[config.mk]
export PLATFORM = sky130hd
export DESIGN_NAME = spi_nss_master
export DESIGN_NICKNAME = d
export VERILOG_FILES = /design/src/rtl/spi_pkg.sv /design/src/rtl/spi_ctrl_regs.sv /design/src/rtl/spi_nss_unit.sv /design/src/rtl/spi_shift_engine.sv /design/src/rtl/spi_nss_master.sv
export SDC_FILE = /design/constraint.sdc
export NUM_CORES = 1
export LEC_CHECK = 0
export ABC_AREA = 1
export BUFFER_PORTS_ARGS = -buffer_cell sky130_fd_sc_hd__clkbuf_2
export CAP_MARGIN = 10
export CORE_MARGIN = 5
export CORE_UTILIZATION = 57
export DETAILED_ROUTE_END_ITERATION = 8
export PLACE_DENSITY = 0.84
export SLEW_MARGIN = 15
export SYNTH_ARGS = -nofsm -noshare
export SYNTH_HDL_FRONTEND = slang
export SYNTH_SLANG_ARGS = --single-unit
[constraint.sdc]
create_clock -name clk -period 2.1 [get_ports clk]
set_clock_uncertainty 0.05 [all_clocks]
set_input_delay 0.21 -clock clk [delete_from_list [all_inputs] [get_ports clk]]
set_output_delay 0.21 -clock clk [all_outputs]
set_load 0.05 [all_outputs]
[src/rtl/spi_pkg.sv]
package spi_pkg;

    typedef enum logic [1:0] {
        NSS_3WIRE = 2'b00,
        NSS_MULTI = 2'b01,
        NSS_4W_LO = 2'b10,
        NSS_4W_HI = 2'b11
    } nss_mode_e;

    // stored control state, packed in read-back bit order except busy
    typedef struct packed {
        logic      done;
        logic      mst_en;
        logic      fault;
        logic      irq_en;
        nss_mode_e mode;
        logic      spi_en;
    } ctrl_t;

    localparam ctrl_t CTRL_RESET = '{
        done: 1'b0, mst_en: 1'b0, fault: 1'b0, irq_en: 1'b0,
        mode: NSS_MULTI, spi_en: 1'b0
    };

    function automatic logic [7:0] ctrl_pack(ctrl_t c, logic busy);
        return {c.done, c.mst_en, c.fault, c.irq_en, c.mode, busy, c.spi_en};
    endfunction

    function automatic logic is_four_wire(nss_mode_e m);
        return m[1];
    endfunction

endpackage

[src/rtl/spi_ctrl_regs.sv]
module spi_ctrl_regs
    import spi_pkg::*;
(
    input  logic       clk,
    input  logic       rst,
    input  logic       wr_en,
    input  logic [7:0] wr_data,
    input  logic       xfer_finish,
    input  logic       mode_fault,
    output ctrl_t      q
);

    ctrl_t nxt;
    logic  unused_busy_wr;

    assign unused_busy_wr = wr_data[1];

    always_comb begin
        nxt = q;
        if (wr_en) begin
            nxt.spi_en = wr_data[0];
            nxt.mode   = nss_mode_e'(wr_data[3:2]);
            nxt.irq_en = wr_data[4];
            nxt.mst_en = wr_data[6];
            // flags only clear on write-0
            nxt.fault  = q.fault & wr_data[5];
            nxt.done   = q.done & wr_data[7];
        end
        if (xfer_finish) begin
            nxt.done = 1'b1;
        end
        if (mode_fault) begin
            nxt.spi_en = 1'b0;
            nxt.mst_en = 1'b0;
            nxt.fault  = 1'b1;
        end
    end

    always_ff @(posedge clk) begin
        if (rst) begin
            q <= CTRL_RESET;
        end else begin
            q <= nxt;
        end
    end

endmodule

[src/rtl/spi_nss_unit.sv]
module spi_nss_unit
    import spi_pkg::*;
#(
    parameter int SYNC_STAGES = 2
) (
    input  logic      clk,
    input  logic      rst,
    input  nss_mode_e mode,
    input  logic      enabled,
    input  logic      nss_in,
    output logic      fault,
    output logic      nss_out,
    output logic      nss_oe
);

    logic [SYNC_STAGES-1:0] sync_q;

    generate
        if (SYNC_STAGES == 1) begin : g_one
            always_ff @(posedge clk) begin
                if (rst) sync_q <= '1;
                else     sync_q <= nss_in;
            end
        end else begin : g_chain
            always_ff @(posedge clk) begin
                if (rst) sync_q <= '1;
                else     sync_q <= {sync_q[SYNC_STAGES-2:0], nss_in};
            end
        end
    endgenerate

    assign fault   = (mode == NSS_MULTI) && !sync_q[SYNC_STAGES-1] && enabled;
    assign nss_oe  = is_four_wire(mode);
    assign nss_out = is_four_wire(mode) ? mode[0] : 1'b1;

endmodule

[src/rtl/spi_shift_engine.sv]
module spi_shift_engine #(
    parameter int DATA_W  = 8,
    parameter int CLK_DIV = 4
) (
    input  logic              clk,
    input  logic              rst,
    input  logic              start,
    input  logic [DATA_W-1:0] tx_byte,
    input  logic              abort,
    input  logic              miso,
    output logic              busy,
    output logic              finish,
    output logic [DATA_W-1:0] rx_buf,
    output logic              sck,
    output logic              mosi
);

    localparam int HALF = CLK_DIV / 2;
    localparam int CW   = (HALF > 1) ? $clog2(HALF) : 1;
    localparam int BW   = $clog2(DATA_W + 1);

    logic [CW-1:0]     div_cnt;
    logic [BW-1:0]     bit_cnt;
    logic [DATA_W-1:0] tx_sr;
    logic [DATA_W-1:0] rx_sr;
    logic              tick;

    assign tick   = busy && (div_cnt == CW'(HALF - 1));
    assign finish = tick && sck && (bit_cnt == BW'(DATA_W)) && !abort;
    assign mosi   = tx_sr[DATA_W-1];

    always_ff @(posedge clk) begin
        if (rst) begin
            busy    <= 1'b0;
            sck     <= 1'b0;
            div_cnt <= '0;
            bit_cnt <= '0;
            tx_sr   <= '0;
            rx_sr   <= '0;
            rx_buf  <= '0;
        end else if (abort) begin
            busy    <= 1'b0;
            sck     <= 1'b0;
            div_cnt <= '0;
        end else if (!busy) begin
            if (start) begin
                busy    <= 1'b1;
                sck     <= 1'b0;
                div_cnt <= '0;
                bit_cnt <= '0;
                tx_sr   <= tx_byte;
            end
        end else if (tick) begin
            div_cnt <= '0;
            if (!sck) begin
                sck     <= 1'b1;
                rx_sr   <= {rx_sr[DATA_W-2:0], miso};
                bit_cnt <= bit_cnt + 1'b1;
            end else begin
                sck <= 1'b0;
                if (bit_cnt == BW'(DATA_W)) begin
                    busy   <= 1'b0;
                    rx_buf <= rx_sr;
                end else begin
                    tx_sr <= {tx_sr[DATA_W-2:0], 1'b0};
                end
            end
        end else begin
            div_cnt <= div_cnt + 1'b1;
        end
    end

endmodule

[src/rtl/spi_nss_master.sv]
module spi_nss_master
    import spi_pkg::*;
#(
    parameter int CLK_DIV     = 4,
    parameter int SYNC_STAGES = 2
) (
    input  logic       clk,
    input  logic       rst,
    input  logic       ctrl_we,
    input  logic [7:0] ctrl_wdata,
    output logic [7:0] ctrl_rdata,
    input  logic       data_we,
    input  logic [7:0] data_wdata,
    output logic [7:0] data_rdata,
    output logic       irq,
    output logic       sck,
    output logic       mosi,
    input  logic       miso,
    input  logic       nss_in,
    output logic       nss_out,
    output logic       nss_oe
);

    localparam int DATA_W = 8;

    ctrl_t ctrl_q;
    logic  busy;
    logic  finish;
    logic  fault;
    logic  enabled;
    logic  start;

    assign enabled = ctrl_q.spi_en && ctrl_q.mst_en;
    assign start   = data_we && enabled && !fault;

    spi_ctrl_regs u_regs (
        .clk         (clk),
        .rst         (rst),
        .wr_en       (ctrl_we),
        .wr_data     (ctrl_wdata),
        .xfer_finish (finish),
        .mode_fault  (fault),
        .q           (ctrl_q)
    );

    spi_nss_unit #(.SYNC_STAGES(SYNC_STAGES)) u_nss (
        .clk     (clk),
        .rst     (rst),
        .mode    (ctrl_q.mode),
        .enabled (enabled),
        .nss_in  (nss_in),
        .fault   (fault),
        .nss_out (nss_out),
        .nss_oe  (nss_oe)
    );

    spi_shift_engine #(.DATA_W(DATA_W), .CLK_DIV(CLK_DIV)) u_eng (
        .clk     (clk),
        .rst     (rst),
        .start   (start),
        .tx_byte (data_wdata),
        .abort   (fault || !enabled),
        .miso    (miso),
        .busy    (busy),
        .finish  (finish),
        .rx_buf  (data_rdata),
        .sck     (sck),
        .mosi    (mosi)
    );

    assign ctrl_rdata = ctrl_pack(ctrl_q, busy);
    assign irq        = ctrl_q.irq_en && (ctrl_q.done || ctrl_q.fault);

endmodule

==> impl_results.md, run 1 <==
* Synth Net Count at 247
* CP required at approximately 2300 ps
* CTS clock-pin slew for the worst setup and hold paths at 110 ps
* Setup CP Type: flop to flop
* Fill cells at about 260
* Sequential element share of the synthesized area at about 43%
* GR Util met2 at between 20 and 30%
* Clk_lat worst skew at approximately 340 ps
* Ratio of cells with drive above 1 in the final layout at a little over a third
* Full die area at approximately 4500 um^2
* Met3 track demand over resource at 6.41%
* Post-CTS Setup Repair Bufs at 0
* Finished Layout Cells at between 300 and 400
* Flops & latches, synth at 40
* Post-cts resize count at 0
* Clock tree from TritonCTS: yes
* Post-synthesis cell type count at 32
* Diodes inserted at 0
* Sink Count at 40
* Vias at between 1500 and 2000
* PD cells at around 630 nW/um^2
* Fmax achieved at 0.605 GHz
* CP arrival at between 1500 and 2000 ps
* Setup ws final at between 400 and 500 ps
* Initial DRC count at 96
* Die X at around 67 um
* Detail Route Antenna Nets at 0
* H-tree depth at 2
* GRT overflow at 0
* Max VDD drop at ~0.38 mV
* Routed WL at 3590 um
* Tmin final at about 1700 ps
* Final period util at between 70% and 80%
* Gr busiest metal: met2
* Max_slew headroom at between 60 and 70%
* I/O Buffers at between 40 and 50
* Final hold vios at 0
* Cell area after synthesis at between 1500 and 2000 um^2
* Antenna violations before repair at 0
* WHS at between 30 and 40 ps
* HPWL after DPL at about 2700 um
* Final setup violating endpoints at 0
* Avg Inst Size Synth at ~8.3 um^2
* Core Area at between 3000 and 4000 um^2
* Setup TNS at 0 ps
* Max Slew Vio Count at 0
* PnR Total Power at about 0.0014 W
* Gpl congestion at between 0.8 and 0.9
* RSZ-0062 raised after global routing: false
* Kind of end point of the critical path: flop
* Post-synth top area share at a little over two fifths
* Leading area contributor after synthesis: dfxtp_1
* Final net count at around 290
* Max Cap Viol at 0
* CP Launch Type: flop
* Pin slew with the least headroom to its limit at around 500 ps
* Post-DR vias/cell at roughly 5.0
* Routed len/inst at about 12 um
* Largest net degree at the start of global routing at 22
* Clk root buf: clkbuf_4
* Synth Warn # at 0
* Row count at 20
* Setup WS pre-CTS at 463 ps
* Outcome: completed
* DRC at 0
* Top cells by area, synth: dfxtp_1 43%, nor2_1 8.1%, nor2_2 5.4%, mux2i_1 4.9%, nand2_1 3.9%
* Synthesis-to-layout area growth at 16.8%
* Worst hold path type: primary input to flop
* DRT Pass-1 Iters at 4
* Dpl cells at slightly above 300
* IO Pins at 43
* P_leak at 0.975 nW
* Initial cell density of the core at around three fifths
* Vias in the first global route at around 1400
* Die Y at ~67 um
* Grt met1 use at a little over a fifth
* Clock Tree Buf Depth at 2
* Cell count after synthesis at 223
* CP Max Fanout at 12
* First-pass GRT wire length at just over 6000 um
* Total global-route track usage at approximately 18%
* CTS buffer count at 5
==> where the power goes <==
group,leakage (nW),internal (W),switching [W]
Combinational,0.609,0.0000375,0.0000720
Sequential,0.324,0.000767,0.00000590
Clock,0.0422,0.000250,0.000235
==> worst paths after layout <==
kind / startpoint / to / slack [ps] / depth (start not counted)
min reg2reg: u_nss.sync_q[0] / u_nss.sync_q[1] / 380 / 1
max reg2reg: u_eng.busy / u_eng.rx_sr[7] / 450 / 7
max: u_eng.busy / u_eng.rx_sr[7] / 450 / 7
min: ctrl_wdata[4] / u_regs.q[3] / 40 / 3
==> what timing repair did <==
action | 4_1_cts | 5_1_grt
hold buffers | 1 | 1
setup endpoints to repair | 0 | 0
hold endpoints to repair | 1 | 1
==> synth_stat cells, drive strengths merged <==
cell / instances
nor2: 58
nand3: 16
clkinv: 1
nand4: 2
a21oi: 9
inv: 20
nand3b: 1
nand2: 27
xnor2: 1
o21ai: 21
o21a: 1
clkbuf: 3
o311ai: 1
nor3: 2
xor2: 1
buf: 5
ha: 2
or2: 3
mux2i: 9
dfxtp: 40
==> kinds of logic after synthesis <==
family | Yosys count | synth area share (%)
DFF | 40 | 43.2
and+or+nand+nor | 109 | 32.1
muxes | 9 | 4.87
buffers and inverters | 29 | 7.90
adders and majority gates | 2 | 1.35
AOI/OAI and AO/OA | 32 | 9.60
xor gates and xnor gates | 2 | 0.946
==> metrics by stage <==
stage	util (%)	area, um^2
CTS	70.0	2150
global route	70.3	2160
floorplan	-	1850
detailed placement	67.2	2070
global placement	67.2	2070
finish	70.3	2160
==> final cells by class <==
| class | count | area [um^2] | area share, % |
|---|---|---|---|
| clock buffers | 6 | 41.3 | 1.91 |
| clock inverters | 2 | 35.0 | 1.62 |
| inverters | 21 | 86.3 | 3.99 |
| multi-input cells | 154 | 905 | 41.8 |
| flip-flops and latches | 40 | 801 | 37.0 |
| well taps | 44 | 55.1 | 2.54 |
| repair buffers | 45 | 240 | 11.1 |
==> cells in the final DEF, fill, tap and decap left out, types with 8 or more instances in the layout <==
master / netlist / final
o21ai_1: 8 / 8
inv_1: 15 / 15
nand2_1: 19 / 19
mux2i_1: 9 / 9
dfxtp_1: 40 / 40
clkbuf_2: 0 / 41
nand3_1: 12 / 12
o21ai_0: 13 / 13
nor2_2: 16 / 16
nor2_1: 40 / 40
==> worst max-delay path: stages, from the launching register on <==
cell and delay [ps]:
dfxtp_1 560, nand2_2 140, nor2_2 90, inv_1 70, nor2_4 270, inv_1 190
nor2_1 140, nor2_1 60
==> metal layers <==
metal	routed length, um	vias up
met5	0	-
met4	62	0
met3	262	7
met1	1650	713
met2	1610	46
li1	-	804
==> sequential cells by signal, indices dropped and copies added (netlist names) <==
| register | flops |
|---|---|
| u_eng.busy | 1 |
| u_eng.bit_cnt | 4 |
| u_eng.div_cnt | 1 |
| u_eng.rx_buf | 8 |
| u_nss.sync_q | 2 |
| u_eng.tx_sr | 8 |
| u_eng.rx_sr | 8 |
| u_regs.q | 7 |
| u_eng.sck | 1 |
Note: power is estimated with default switching activity, not from simulation.
==> run 2, diff against run 1 <==
--- a/config.mk
+++ b/config.mk
@@ -5,13 +5,13 @@
 export SDC_FILE = /design/constraint.sdc
 export NUM_CORES = 1
 export LEC_CHECK = 0
-export ABC_AREA = 1
+export ABC_AREA = 0
 export BUFFER_PORTS_ARGS = -buffer_cell sky130_fd_sc_hd__clkbuf_2
 export CAP_MARGIN = 10
 export CORE_MARGIN = 5
-export CORE_UTILIZATION = 57
+export CORE_UTILIZATION = 52
 export DETAILED_ROUTE_END_ITERATION = 8
-export PLACE_DENSITY = 0.84
+export PLACE_DENSITY = 0.78
 export SLEW_MARGIN = 15
 export SYNTH_ARGS = -nofsm -noshare
 export SYNTH_HDL_FRONTEND = slang
==> constraint.sdc (replaced) <==
create_clock -name clk -period 1.6 [get_ports clk]
set_clock_uncertainty 0.05 [all_clocks]
set_input_delay 0.16 -clock clk [delete_from_list [all_inputs] [get_ports clk]]
set_output_delay 0.16 -clock clk [all_outputs]
set_load 0.05 [all_outputs]
==> run 2 against run 1 <==
Against the previous run: count of clock-buffer cells in the layout unchanged; power is 35% higher; register-to-register slack worse by 450 ps; critical path type unchanged; sequential cell count unchanged; the flow now finishes with violations (negative setup slack).
==> impl_results.md, run 2 <==
* Final hold vios at 0 (unchanged)
* GRT overflow at 0 (unchanged)
* Initial DRC count at 60 (was 96)
* Largest net degree at the start of global routing at 25 (was 22)
* Diodes inserted at 0 (unchanged)
* Initial cell density of the core at 55.3% (was 60.2%)
* Most frequent cells in the layout: 41 x clkbuf_2, 31 x dfxtp_1, 29 x mux2i_1 (was 41 x clkbuf_2, 40 x nor2_1, 40 x dfxtp_1)
* RSZ-0062 raised after global routing: true (was false)
* Fill cells at 252 (was 264)
* Largest regs: u_eng.rx_buf x8, u_eng.rx_sr x8, u_eng.tx_sr x8 (unchanged)
* Post-synth EDFFs at 0 (unchanged)
* Max Slew Vio Count at 0 (unchanged)
* Max_slew headroom at 67.2% (was 66.4%)
* CTS clock-pin slew for the worst setup and hold paths at 120 ps (was 110 ps)
* Worst hold path type: primary input to flop (unchanged)
* Clock Tree Buf Depth at 2 (unchanged)
* Final net count at 245 (was 291)
* Flops & latches, synth at 40 (unchanged)
* Detail Route Antenna Nets at 0 (unchanged)
* Dpl cells at 249 (was 302)
* Cell area after synthesis at 1720 um^2 (was 1850 um^2)
* Row count at 20 (unchanged)
* HPWL after DPL at 2560 um (was 2700 um)
* Tmin final at 1600 ps (was 1650 ps)
* Max VDD drop at 0.647 mV (was 0.379 mV)
* Commonest non-fill, non-tap cell in the layout: clkbuf_2 (unchanged)
* CP required at 1800 ps (was 2300 ps)
* Most frequent cell after synthesis: dfxtp_1
* First-pass GRT wire length at 6180 um (was 6060 um)
* Final period util at 100% (was 78.7%)
* Fmax achieved at 0.625 GHz (was 0.605 GHz)
* Main synth FF type: dfxtp_1 (unchanged)
* Setup ws final at -0.616 ps (was 448 ps)
* H-tree depth at 2 (unchanged)
* Final setup violating endpoints at 1 (was 0)
* Storage element area at 812 um^2 (was 801 um^2)
* P_leak at 0.823 nW (was 0.975 nW)
* Pin slew with the least headroom to its limit at 492 ps (was 503 ps)
* Die Y at 67.5 um (was 67.0 um)
* Synth top cells by count: 40 x dfxtp_1, 30 x mux2i_1, 25 x nor2_1 (was 40 x dfxtp_1, 40 x nor2_1, 19 x nand2_1)
* Top cells by area, synth: dfxtp_1 47%, mux2i_1 17%, nor2_1 5.5%, a21oi_1 3.8%, a311oi_1 3.6% (was dfxtp_1 43%, nor2_1 8.1%, nor2_2 5.4%, mux2i_1 4.9%, nand2_1 3.9%)
* Clk root buf: clkbuf_4 (unchanged)
* Setup WS pre-CTS at -47.1 ps (was 463 ps)
* Post-DR vias/cell at 5.35 (was 5.03)
* Kind of end point of the critical path: flop (unchanged)
* Synth Net Count at 194 (was 247)
* Post-Route Utilization at 70.0% (was 70.3%)
* Synth Warn # at 0 (unchanged)
* Sequential element share of the synthesized area at 46.6% (was 43.2%)
* Synthesis-to-layout area growth at 26.5% (was 16.8%)
* Finished Layout Cells at 266 (was 312)
* I/O Buffers at 41 (unchanged)
* Gpl congestion at 0.779 (was 0.853)
* Avg Inst Size Synth at 10.1 um^2 (was 8.30 um^2)
* Failing checks: negative setup slack
* Vias at 1423 (was 1570)
* Antenna violations before repair at 0 (unchanged)
* Outcome: finished, violations left (was completed)
* CTS buffer count at 5 (unchanged)
* Clock tree from TritonCTS: yes (unchanged)
* Die X at 67.5 um (was 67.0 um)
* IO Pins at 43 (unchanged)
* Core Area at 3100 um^2 (was 3080 um^2)
* Routed WL at 3800 um (was 3590 um)
* Setup CP Type: flop to flop (unchanged)
* Clk_lat worst skew at 350 ps (was 340 ps)
* Post-synth top area share at 46.6% (was 43.2%)
* Total global-route track usage at 18.0% (was 17.9%)
* Vias in the first global route at 1399 (was 1406)
* CP Max Fanout at 14 (was 12)
* PD cells at 847 nW/um^2 (was 632 nW/um^2)
* Ratio of cells with drive above 1 in the final layout at 37.8% (was 34.7%)
* DRT Pass-1 Iters at 4 (unchanged)
* Routed len/inst at 14.3 um (was 11.5 um)
* Sink Count at 40 (unchanged)
* Max Cap Viol at 0 (unchanged)
* CP Launch Type: flop (unchanged)
* Cell count after synthesis at 170 (was 223)
* FFs w/ async S/R, synth at 0% (unchanged)
* DRC at 0 (unchanged)
* Leading area contributor after synthesis: dfxtp_1 (unchanged)
* Area of the multi-input gates at 877 um^2 (was 905 um^2)
* CP arrival at 1800 ps (was 1850 ps)
* Full die area at 4550 um^2 (was 4490 um^2)
* Post-synthesis cell type count at 34 (was 32)
-- run 2: cell count changes in the layout (fill, tap and decap cells not counted), moves of 11 or more --
| cell | previous run | this run |
|---|---|---|
| mux2i_1 | 9 | 29 |
| nand2_1 | 19 | 2 |
| nor2_2 | 16 | 0 |
| inv_1 | 15 | 0 |
| nor2_1 | 40 | 25 |
| o21ai_0 | 13 | 2 |
-- run 2: stage by stage --
step / TNS [ps] / hold WS (ps) / area (um^2) / total power, W
after detailed placement: -67.7 / 298 / 1960 / 0.00119
final: -0.616 / 49.7 / 2170 / 0.00184
after floorplan: 0 / 214 / 1720 / 0.00114
after global routing: -500 / 40.4 / 2170 / 0.00192
after global placement: 0 / 293 / 1960 / 0.00118
after CTS: 0 / 38.8 / 2120 / 0.00185
-- run 2: per-layer routing --
| layer | up-vias | global-route usage, % | wire (um) |
|---|---|---|---|
| li1 | 704 | - | - |
| met5 | - | 0 | 0 |
| met2 | 50 | 30.1 | 1830 |
| met1 | 665 | 21.9 | 1670 |
| met4 | 0 | 6.84 | 29 |
| met3 | 4 | 5.16 | 258 |
-- run 2: logic make-up (layout without fill, tap and decap cells) --
logic type | count (synthesis) | after routing | share of synthesized area [%]
AND/OR/NAND/NOR | 55 | 55 | 17.0
flip-flops | 40 | 40 | 46.6
multiplexers | 30 | 30 | 17.5
AO/OA/AOI/OAI | 28 | 28 | 12.1
buffers and inverters | 15 | 67 | 5.32
adder cells (fa/ha/maj) | 2 | 2 | 1.46
-- run 2: layout make-up --
type / instances / area share, %
multi-input cells: 115 / 40.4
flip-flops and latches: 40 / 37.4
repair buffers: 57 / 15.8
well taps: 44 / 2.53
clock buffers: 6 / 1.90
clock inverters: 2 / 1.61
inverters: 2 / 0.346
-- run 2: what timing repair did --
| item | 4_1_cts | 5_1_grt |
|---|---|---|
| hold buffers | 6 | 0 |
| resized for setup | 3 | 15 |
| cloned | 0 | 1 |
| pin swaps | 1 | 2 |
| setup endpoints to repair | 13 | 17 |
| setup buffers | 1 | 1 |
| endpoints found under the hold margin | 6 | 0 |
-- run 2: critical path, stage by stage (launching register included) --
cell      delay (ps)
dfxtp_2          350
inv_2             70
ha_4             130
nand3b_1         170
a41o_4           320
buf_4            150
a311oi_1         250
-- run 2: where the power goes --
group / switching, W / leakage, nW / internal [W]
registers: 0.0000151 / 0.327 / 0.00101
clock network: 0.000327 / 0.0422 / 0.000328
logic: 0.0000959 / 0.454 / 0.0000636
-- run 2: final timing paths --
check	start	end	slack, ps	cells past startpoint
max reg2reg	u_eng.bit_cnt[0]	u_eng.tx_sr[6]	-0.6	6
min	ctrl_wdata[6]	u_regs.q[5]	50	3
max	u_eng.bit_cnt[0]	u_eng.tx_sr[6]	-0.6	6
min reg2reg	u_nss.sync_q[0]	u_nss.sync_q[1]	370	1
